## config.mk

```make
export PLATFORM = sky130hd
export DESIGN_NAME = aes_byte_step
export DESIGN_NICKNAME = d
export VERILOG_FILES = /design/src/rtl/aes_step_pkg.sv /design/src/rtl/aes_sbox_dual.sv /design/src/rtl/aes_col_expand.sv /design/src/rtl/aes_byte_step.sv
export SDC_FILE = /design/constraint.sdc
export NUM_CORES = 1
export LEC_CHECK = 0
export BUFFER_PORTS_ARGS = -buffer_cell sky130_fd_sc_hd__buf_2
export CORE_MARGIN = 2
export CORE_UTILIZATION = 50
export DETAILED_ROUTE_END_ITERATION = 10
export PLACE_DENSITY = 0.64
export SLEW_MARGIN = 30
export SYNTH_ARGS = -nofsm -noshare
export SYNTH_HDL_FRONTEND = slang
export SYNTH_SLANG_ARGS = --single-unit
```

## constraint.sdc

```tcl
create_clock -name clk_i -period 1.23 [get_ports clk_i]
set_clock_uncertainty 0.2 [all_clocks]
set_input_delay 0.246 -clock clk_i [delete_from_list [all_inputs] [get_ports clk_i]]
set_output_delay 0.246 -clock clk_i [all_outputs]
set_load 0.02 [all_outputs]
```

## src/rtl/aes_step_pkg.sv

```systemverilog
package aes_step_pkg;
  localparam int BYTE_W = 8;
  localparam int LANES  = 4;
  localparam int WORD_W = BYTE_W * LANES;
  localparam int SEL_W  = $clog2(LANES);

  typedef logic [BYTE_W-1:0] byte_t;
  typedef logic [WORD_W-1:0] word_t;

  typedef enum logic [1:0] {
    STEP_ENC_LAST = 2'b00,
    STEP_ENC_MID  = 2'b01,
    STEP_DEC_LAST = 2'b10,
    STEP_DEC_MID  = 2'b11
  } step_mode_e;

  function automatic byte_t gf_dbl(byte_t a);
    return {a[BYTE_W-2:0], 1'b0} ^ (a[BYTE_W-1] ? 8'h1B : 8'h00);
  endfunction

  function automatic byte_t gf_mul(byte_t a, byte_t b);
    byte_t r = '0;
    byte_t p = a;
    for (int i = 0; i < BYTE_W; i++) begin
      if (b[i]) r = r ^ p;
      p = gf_dbl(p);
    end
    return r;
  endfunction

  // a^254 by a chain of a^(2^k - 1), then one squaring
  function automatic byte_t gf_inv(byte_t a);
    byte_t r = a;
    for (int k = 0; k < BYTE_W - 2; k++) r = gf_mul(gf_mul(r, r), a);
    return gf_mul(r, r);
  endfunction

  function automatic byte_t rotl8(byte_t x, int n);
    logic [2*BYTE_W-1:0] t;
    t = {x, x} << n;
    return t[2*BYTE_W-1:BYTE_W];
  endfunction

  function automatic byte_t affine_fwd(byte_t b);
    return b ^ rotl8(b, 1) ^ rotl8(b, 2) ^ rotl8(b, 3) ^ rotl8(b, 4) ^ 8'h63;
  endfunction

  function automatic byte_t affine_inv(byte_t b);
    return rotl8(b, 1) ^ rotl8(b, 3) ^ rotl8(b, 6) ^ 8'h05;
  endfunction

  function automatic word_t rotl_lanes(word_t w, logic [SEL_W-1:0] n);
    logic [2*WORD_W-1:0] t;
    t = {w, w} << (n * BYTE_W);
    return t[2*WORD_W-1:WORD_W];
  endfunction
endpackage

```

## src/rtl/aes_sbox_dual.sv

```systemverilog
module aes_sbox_dual
  import aes_step_pkg::*;
(
  input  logic  dec_i,
  input  byte_t din_i,
  output byte_t dout_o
);
  byte_t pre, inv;

  // one inverter serves both directions; affine stage moves around it
  always_comb begin
    pre    = dec_i ? affine_inv(din_i) : din_i;
    inv    = gf_inv(pre);
    dout_o = dec_i ? inv : affine_fwd(inv);
  end
endmodule

```

## src/rtl/aes_col_expand.sv

```systemverilog
module aes_col_expand
  import aes_step_pkg::*;
(
  input  logic  inv_i,
  input  byte_t s_i,
  output word_t col_o
);
  byte_t s2, s4, s8;

  always_comb begin
    s2 = gf_dbl(s_i);
    s4 = gf_dbl(s2);
    s8 = gf_dbl(s4);
    if (inv_i) col_o = {s8 ^ s2 ^ s_i, s8 ^ s4 ^ s_i, s8 ^ s_i, s8 ^ s4 ^ s2};
    else       col_o = {s2 ^ s_i, s_i, s_i, s2};
  end
endmodule

```

## src/rtl/aes_byte_step.sv

```systemverilog
module aes_byte_step
  import aes_step_pkg::*;
(
  input  logic              clk_i,
  input  logic              rst_ni,
  input  logic              valid_i,
  input  logic [1:0]        mode_i,
  input  logic [SEL_W-1:0]  bsel_i,
  input  logic [WORD_W-1:0] acc_i,
  input  logic [WORD_W-1:0] state_i,
  output logic              valid_o,
  output logic [WORD_W-1:0] result_o
);
  step_mode_e mode;
  logic       is_dec, is_mid;
  word_t      shifted, col, contrib, next_res;
  byte_t      sel_byte, sub_byte;

  assign mode     = step_mode_e'(mode_i);
  assign is_dec   = (mode == STEP_DEC_LAST) || (mode == STEP_DEC_MID);
  assign is_mid   = (mode == STEP_ENC_MID) || (mode == STEP_DEC_MID);
  assign shifted  = state_i >> (bsel_i * BYTE_W);
  assign sel_byte = shifted[BYTE_W-1:0];

  aes_sbox_dual u_sbox (
    .dec_i  (is_dec),
    .din_i  (sel_byte),
    .dout_o (sub_byte)
  );

  aes_col_expand u_expand (
    .inv_i (is_dec),
    .s_i   (sub_byte),
    .col_o (col)
  );

  assign contrib  = is_mid ? col : {{(WORD_W-BYTE_W){1'b0}}, sub_byte};
  assign next_res = acc_i ^ rotl_lanes(contrib, bsel_i);

  always_ff @(posedge clk_i or negedge rst_ni) begin
    if (!rst_ni) begin
      valid_o  <= 1'b0;
      result_o <= '0;
    end else begin
      valid_o <= valid_i;
      if (valid_i) result_o <= next_res;
    end
  end
endmodule

```

Yosys cells after proc, flatten, opt, wreduce, memory -nomap -nowiden
Index checks and enable logic that the tools add are counted.

cells by class
  magnitude comparators = 0
  equal/unequal tests = 3
  multipliers = 0
  shift operators = 2
  add/sub/neg operators = 0
  divide/modulo/power cells = 0
  reduce and logical (&&, ||, !) cells = 2
  bitwise logic cells = 201
  muxes and demuxes = 202

operators by type and width
  kind                count
  $xor 8x8->8         198
  $mux 8              106
  $mux 5              94
  $mux 32             2
  $shl 64x5->64       1
  $shr 32x5->8        1
  $xor 32x32->32      1
  $eq 2x2->1 const B  2
  $not 4->4           1
  $eq 2x1->1 const B  1
  $logic_or 1x1->1    2
  $not 2->2           1

storage, ports and cells
  bits of input ports = 71
  output and inout port bits = 33
  memories = 0
  bits in writable memories = 0
  bits in read-only memories = 0
  bits in registers = 33
  bits in latches = 0

Longest topological paths before layout
Gate-level depths: netlist of run 1.

  depth in word-level cells = 231
  gate-level depth with buffers = 113

Modules after synthesis
From an unflattened synthesis of run 1, not the netlist that was laid out.

unflattened totals
  cells, all modules = 2377
  area, all modules = 20069.2 µm²

by module, submodules not included
  module          area an instance (µm²)  cells an instance  sequential area each (µm²)  times used
  aes_sbox_dual   16153.0                 1905               0.0                         1
  aes_byte_step   3280.6                  389                825.8                       1
  aes_col_expand  635.6                   83                 0.0                         1

Worst setup path before layout of run 1
OpenSTA, ideal clock, no wires.

  path type = in2reg
  start point = in bsel_i[0]
  end point = reg result_o[21]
  data required time = 905 ps
  path buffers = 18
  stages = 104
  arrival = 25703 ps
  setup slack = -24797 ps
  cells stage by stage = buf_6 mux4_2 xor3_1 mux2i_4 inv_2 buf_2 clkbuf_1 clkbuf_1 buf_1 buf_1 ha_1 and4b_1 or4_1 buf_2 o22ai_1 nand2_1 o211ai_1 xnor2_1 (+68 left out) xnor2_1 clkbuf_1 ha_1 xnor3_1 xor2_1 nor2b_1 xnor2_1 xnor3_1 xor2_2 nor2_1 xnor2_2 xnor2_4 xor2_1 o311ai_1 nand2_1 o21ai_1 xor2_1 mux2_2

between the ends
  word-level cells in the longest chain between the ends = 222
  elaborated cells on any way between the ends = 404
  those cells by class = shift: 2; mux: 201; bitwise: 201

RTL lines
  what                        line                  text
  from (decl)                 aes_byte_step.sv:8    input logic [SEL_W-1:0] bsel_i,
  $shr 32x5->8                aes_byte_step.sv:22   assign shifted = state_i >> (bsel_i * BYTE_W);
  $xor 8x8->8 (2 in a row)    aes_step_pkg.sv:49    return rotl8(b, 1) ^ rotl8(b, 3) ^ rotl8(b, 6) ^ 8'h05;
  $not 2->2 (no source line)  -
  $mux 8                      aes_sbox_dual.sv:12   pre = dec_i ? affine_inv(din_i) : din_i;
  $mux 8                      aes_step_pkg.sv:25    if (b[i]) r = r ^ p;
  $xor 8x8->8                 aes_step_pkg.sv:25
  $mux 8                      aes_step_pkg.sv:25
  $xor 8x8->8                 aes_step_pkg.sv:25
  (+203 left out)             -
  $xor 8x8->8                 aes_step_pkg.sv:18    return {a[BYTE_W-2:0], 1'b0} ^ (a[BYTE_W-1] ? 8'h1B : 8'h00);
  $mux 5                      aes_step_pkg.sv:18
  $xor 8x8->8 (2 in a row)    aes_step_pkg.sv:18
  $xor 8x8->8 (2 in a row)    aes_col_expand.sv:14  if (inv_i) col_o = {s8 ^ s2 ^ s_i, s8 ^ s4 ^ s_i, s8 ^ s_i, s8 ^ s4 ^ s2};
  $mux 32                     aes_col_expand.sv:14
  $mux 32                     aes_byte_step.sv:37   assign contrib = is_mid ? col : {{(WORD_W-BYTE_W){1'b0}}, sub_byte};
  $shl 64x5->64 *             aes_step_pkg.sv:54    t = {w, w} << (n * BYTE_W);
  $xor 32x32->32 *            aes_byte_step.sv:38   assign next_res = acc_i ^ rotl_lanes(contrib, bsel_i);
  to (signal assigned)        aes_byte_step.sv:46   if (valid_i) result_o <= next_res;
  to (decl)                   aes_byte_step.sv:12   output logic [WORD_W-1:0] result_o

Mark *: on every way between the ends. The rest lies on a longest branch, timed or not.
A chain may end at the register's enable or synchronous reset.

Worst setup path in the final report of run 1
  start point = in bsel_i[0]
  end point = reg result_o[29]

The elaborated chain is that of the path after synthesis.

==> results of run 1 <==
[final timing paths]
check,startpoint,end,depth (start not counted)
hold / removal,acc_i[25],result_o[25],3
max in group asynchronous,rst_ni,result_o[27],3
setup reg to reg,result_o[25],result_o[25],3
min in group asynchronous,rst_ni,result_o[15],3
setup / recovery,bsel_i[0],result_o[29],95
hold reg to reg,result_o[14],result_o[14],1
[kinds of logic after synthesis]
| group | Yosys count | share of synthesized area [%] |
|---|---|---|
| and+or+nand+nor | 771 | 17.9 |
| xor gates and xnor gates | 738 | 49.0 |
| AOI/OAI and AO/OA | 402 | 14.5 |
| buffers and inverters | 207 | 4.92 |
| muxes | 149 | 9.07 |
| DFF | 33 | 4.26 |
| adders and majority gates | 7 | 0.452 |
[timing repair]
| action | in CTS | in global routing |
|---|---|---|
| pin swaps | 179 | 69 |
| endpoints found under the setup margin | 65 | 65 |
| gates cloned | 1 | 0 |
| hold buffers | 2 | 0 |
| gates resized for setup | 306 | 159 |
| setup buffers | 145 | 57 |
| hold endpoints to repair | 34 | 0 |
[stage by stage]
stage / hold slack, ps / instances / instance area [um2] / worst slack, ps / util [%]
final: 109 / 3652 / 29700 / -20720 / 77.3
after global routing: 129 / 3650 / 29700 / -21340 / 77.3
after detailed placement: 15.3 / 3441 / 25600 / -21200 / 66.7
after floorplan: -250 / 2307 / 20100 / -21410 / -
after CTS: 118 / 3595 / 28500 / -20040 / 74.1
after global placement: 9.66 / 3441 / 25600 / -20890 / 66.7
[worst max-delay path, delay by kind of cell]
family | cells | cell delay, ps
xor+xnor | 36 | 9850
simple gates | 18 | 4060
compound gates | 11 | 2720
buf+inv | 20 | 2400
mux | 6 | 1640
fa+ha+maj | 4 | 1010
[state kept, by name (all words and copies together), names as in the netlist]
name      flops
valid_o       1
result_o     32
[cell type report]
cell class	count	area, um2	area share, %
diodes	2	5.00	0.0168
inverters	29	121	0.408
clock inverters	3	46.3	0.156
repair buffers	995	7910	26.6
clock buffers	5	125	0.421
flip-flops and latches	33	826	2.78
well taps	518	648	2.18
multi-input cells	2067	20100	67.4
[layout by cell type (no fill, tap or decap), types with 24 or more instances in the layout]
cell,instances
a21oi_1,65
a21oi_2,24
buf_2,70
buf_4,817
buf_6,82
dfrtp_1,33
mux2_2,32
mux2i_1,74
nand2_1,247
nand3_1,52
nor2_1,248
nor3_1,40
o21ai_0,54
o21ai_1,29
xnor2_1,277
xnor2_2,82
xnor2_4,32
xnor3_1,86
xnor3_2,55
xor2_1,123
xor2_2,30
xor3_1,26
[routing by layer]
| metal | GRT usage, % | routed length, um |
|---|---|---|
| met2 | 59.4 | 36700 |
| met5 | 0 | 0 |
| met4 | 12.5 | 3450 |
| met3 | 3.96 | 6820 |
| met1 | 47.3 | 30500 |
==> summary.txt, run 1 <==
initial antenna violation count - 0
Largest stage delay, worst path - 600 ps
# port buffers - 103
clock sinks - 33
DIE AREA - 40300 um2
Syn. warnings - 0
Worst Path Required - 1190 ps
leading cell types by total area after synthesis - xnor2_1, xnor3_1, xor2_1
Post-synth top flop - dfrtp_1
EDFF count, synth - 0
initial core utilization - 50.3%
Critical Path Sink Type - flop
routability cong. - 0.949
site row count - 72
max_slew headroom - 54.0%
failing checks - negative setup slack
gr ovfl total - 0
FF+latch count, synth - 33
mapped cell area - 19400 um2
worst-path fanout max - 6
RSZ-0062 raised after global routing - true
largest net degree at the start of global routing - 50
slack of the critical path - -20720 ps
worst-skew pair later-pin latency - 280 ps
most used cell, CP - xnor3_2
Via density - 5.95
Max clock buf depth - 2
final wirelength - 77400 um
synthesized area per cell - 8.39 um2
period utilisation layout - 1780%
CTS tree - yes
fin crit period - 21950 ps
# DRC - 0
post-DP HPWL - 52500 um
status - finished with violations
Max Slew Vio Count - 0
WS Path Type - primary input to flop
worst slew pin tran - 690 ps
internal reg-to-reg setup slack - 20 ps
Worst Setup Start Kind - primary input
count leader, synth - xnor2_1
Starting DRT DRC Count - 2280
Max-Cap Viols - 0
ANT nets after route - 0
core area - 38500 um2
post-synthesis async set-or-reset flop share - 100%
Final setup viols - 65
Vias - 21700
H-tree levels - 2
Worst Path Arrival - 21910 ps
leading area contributor after synthesis - xnor2_1
Root Driver - clkbuf_16
Synth top area share - 16.0%
first drt pass iteration count - 6
Max Freq - 0.0456 GHz
sequential-to-total area share from yosys stat - 4.26%
Tot GR Track Use - 35.4%
Min-Delay Path Class - primary input to flop
WL per Instance - 21.2 um
Final nets - 3209
synth cell count leaders - xnor2_1, nor2_1, nand2_1, xor2_1, xnor3_1
syn nets - 2385
Fillers - 2443
number of global-route vias before repair - 21500
setup_tns - -658690 ps
proportion of layout cells with a drive suffix above 1 - 47.9%
clock-pin transition on the worst setup and hold timing paths - 60 ps
area delta synth->final - 53.6%
Final Hold Vio Count - 0
Yosys cell types - 107
Die Height - 201 um
Gate Count Post-Synth - 2307
Max stage delay cell, worst path - or4_4
I/O pins - 104
Die Span X - 201 um
Num CTS Buffers - 5
first-pass GRT wire length - 116000 um
Power of run 1 is left out: the tool's default activity adds up to more than one toggle a clock period on the data nets, which glitch-free logic cannot reach.
==> run 2, diff against run 1 <==
Settings changed: PLACE_DENSITY 0.64 to 0.66.
==> summary.txt, run 2 (synthesis gave the netlist of run 1 again) <==
status - finished with violations
failing checks - negative setup slack
Placed Cells - 3446 (+0.15%)
slack of the critical path - -20450 ps (+268 ps)
hold slack - 109 ps (-0.405 ps)
Largest stage delay, worst path - 630 ps (+30 ps)
Tot GR Track Use - 33.8% (-1.5 points)
max_slew headroom - 57.0% (+3.1 points)
CTS tree - yes
Critical Path Sink Type - flop
WL per Instance - 20.2 um (-4.8%)
Via density - 5.79 (-2.7%)
Root Driver - clkbuf_16
Vias - 20800 (-4.3%)
Worst Path Arrival - 21650 ps (-260 ps)
Largest Register - result_o
post-DP HPWL - 52100 um (-0.77%)
Die Span X - 201 um (unchanged)
site row count - 72 (unchanged)
met3 Resource Use GR - 4.77% (+0.81 points)
Max clock buf depth - 2 (unchanged)
clock sinks - 33 (unchanged)
Worst Setup Start Kind - primary input
commonest non-fill, non-tap cells in the layout - buf_4, xnor2_1, nor2_1
Final Hold Vio Count - 0 (unchanged)
Final setup viols - 65 (unchanged)
Num CTS Buffers - 5 (unchanged)
worst slew pin tran - 644 ps (-46.1 ps)
# DRC - 0 (unchanged)
number of global-route vias before repair - 20900 (-2.7%)
routability cong. - 0.956 (+0.76%)
gr ovfl total - 0 (unchanged)
Largest regs - result_o: 32 flops, valid_o: 1 flops
initial antenna violation count - 0 (unchanged)
I/O pins - 104 (unchanged)
Largest register FFs - 32 (unchanged)
area delta synth->final - 47.9%
Max stage delay cell, worst path - or4_4
worst-path fanout max - 12 (+6)
final instance area - 28600 um2 (-3.7%)
proportion of layout cells with a drive suffix above 1 - 45.2% (-2.7 points)
most used cell, CP - xnor3_2
core area - 38500 um2 (unchanged)
DIE AREA - 40300 um2 (unchanged)
most common cell after layout, fill and taps aside - buf_4
Max-Cap Viols - 0 (unchanged)
Max Slew Vio Count - 0 (unchanged)
Min-Delay Path Class - primary input to flop
WS Path Type - primary input to flop
# port buffers - 103 (unchanged)
GR Layer Usage met2 - 58.6% (-0.87 points)
period utilisation layout - 1760% (-22 points)
Max Freq - 0.0461 GHz (+1.2%)
Die Height - 201 um (unchanged)
fin crit period - 21680 ps (-268 ps)
Worst Path Required - 1200 ps (about the same)
DP Area - 25700 um2 (+0.24%)
final wirelength - 72500 um (-6.3%)
Starting DRT DRC Count - 1842 (-19%)
first drt pass iteration count - 8 (+2)
ANT nets after route - 0 (unchanged)
Final nets - 3152 (-1.8%)
first-pass GRT wire length - 112000 um (-3.7%)
M1 GR Usage - 44.1% (-3.1 points)
clock-pin transition on the worst setup and hold timing paths - 60 ps (about the same)
largest net degree at the start of global routing - 55 (+10%)
RSZ-0062 raised after global routing - true
initial core utilization - 50.3% (unchanged)
final std cells w/o fill - 3594 (-1.6%)
worst-skew pair later-pin latency - 280 ps (about the same)
busiest grt layer - met2
H-tree levels - 2 (unchanged)
[run 2: area by class of cell]
class | instances | area [um2]
Inverter | 29 | 121
Antenna cell | 1 | 2.50
Fill cell | 2697 | 9830
Multi-Input combinational cell | 2069 | 19500
Clock inverter | 3 | 46.3
Clock buffer | 5 | 125
Tap cell | 518 | 648
Sequential cell | 33 | 826
Timing Repair Buffer | 936 | 7360
[run 2: per-stage QoR]
stage                     setup TNS, ps  setup slack (ps)  utilization (%)
after floorplan                 -675290            -21410                -
after global placement          -659610            -20790             66.8
after detailed placement        -672880            -21180             66.8
after CTS                       -634520            -19940             72.2
after global routing            -673630            -21190             74.4
final                           -649760            -20450             74.4
[run 2: worst max-delay path: cells and delay by family]
kind | cells | cell delay (ps)
AOI/OAI and AO/OA | 14 | 3460
xor gates and xnor gates | 34 | 9790
adders and majority gates | 4 | 1000
buffers and inverters | 17 | 2290
muxes | 4 | 1270
and+or+nand+nor | 18 | 3460
[run 2: repair_timing]
item / CTS / global route
gates cloned: 4 / 1
pin swaps: 99 / 61
setup buffers: 95 / 39
hold buffers: 1 / 0
resized for setup: 251 / 114
endpoints found under the setup margin: 65 / 65
hold endpoints to repair: 33 / 0
[run 2: layer usage]
layer  vias up  routed length, um  share of wire [%]
met1     10000              29100                 40
met5         -                  0                  0
met4         0               2650                3.7
met2       971              34900                 48
li1       9586                  -                  -
met3       213               5850                8.1
[run 2: worst paths after layout]
kind                               from           end  slack, ps  depth (start not counted)
hold reg to reg            result_o[22]  result_o[22]        330                          1
max in group asynchronous        rst_ni  result_o[11]        350                          3
hold / removal                  valid_i       valid_o        110                          2
setup / recovery              bsel_i[0]  result_o[19]     -20450                         91
min in group asynchronous        rst_ni  result_o[13]        300                          3
setup reg to reg            result_o[0]   result_o[0]        -20                          3
Power of run 2 is left out for the same reason.
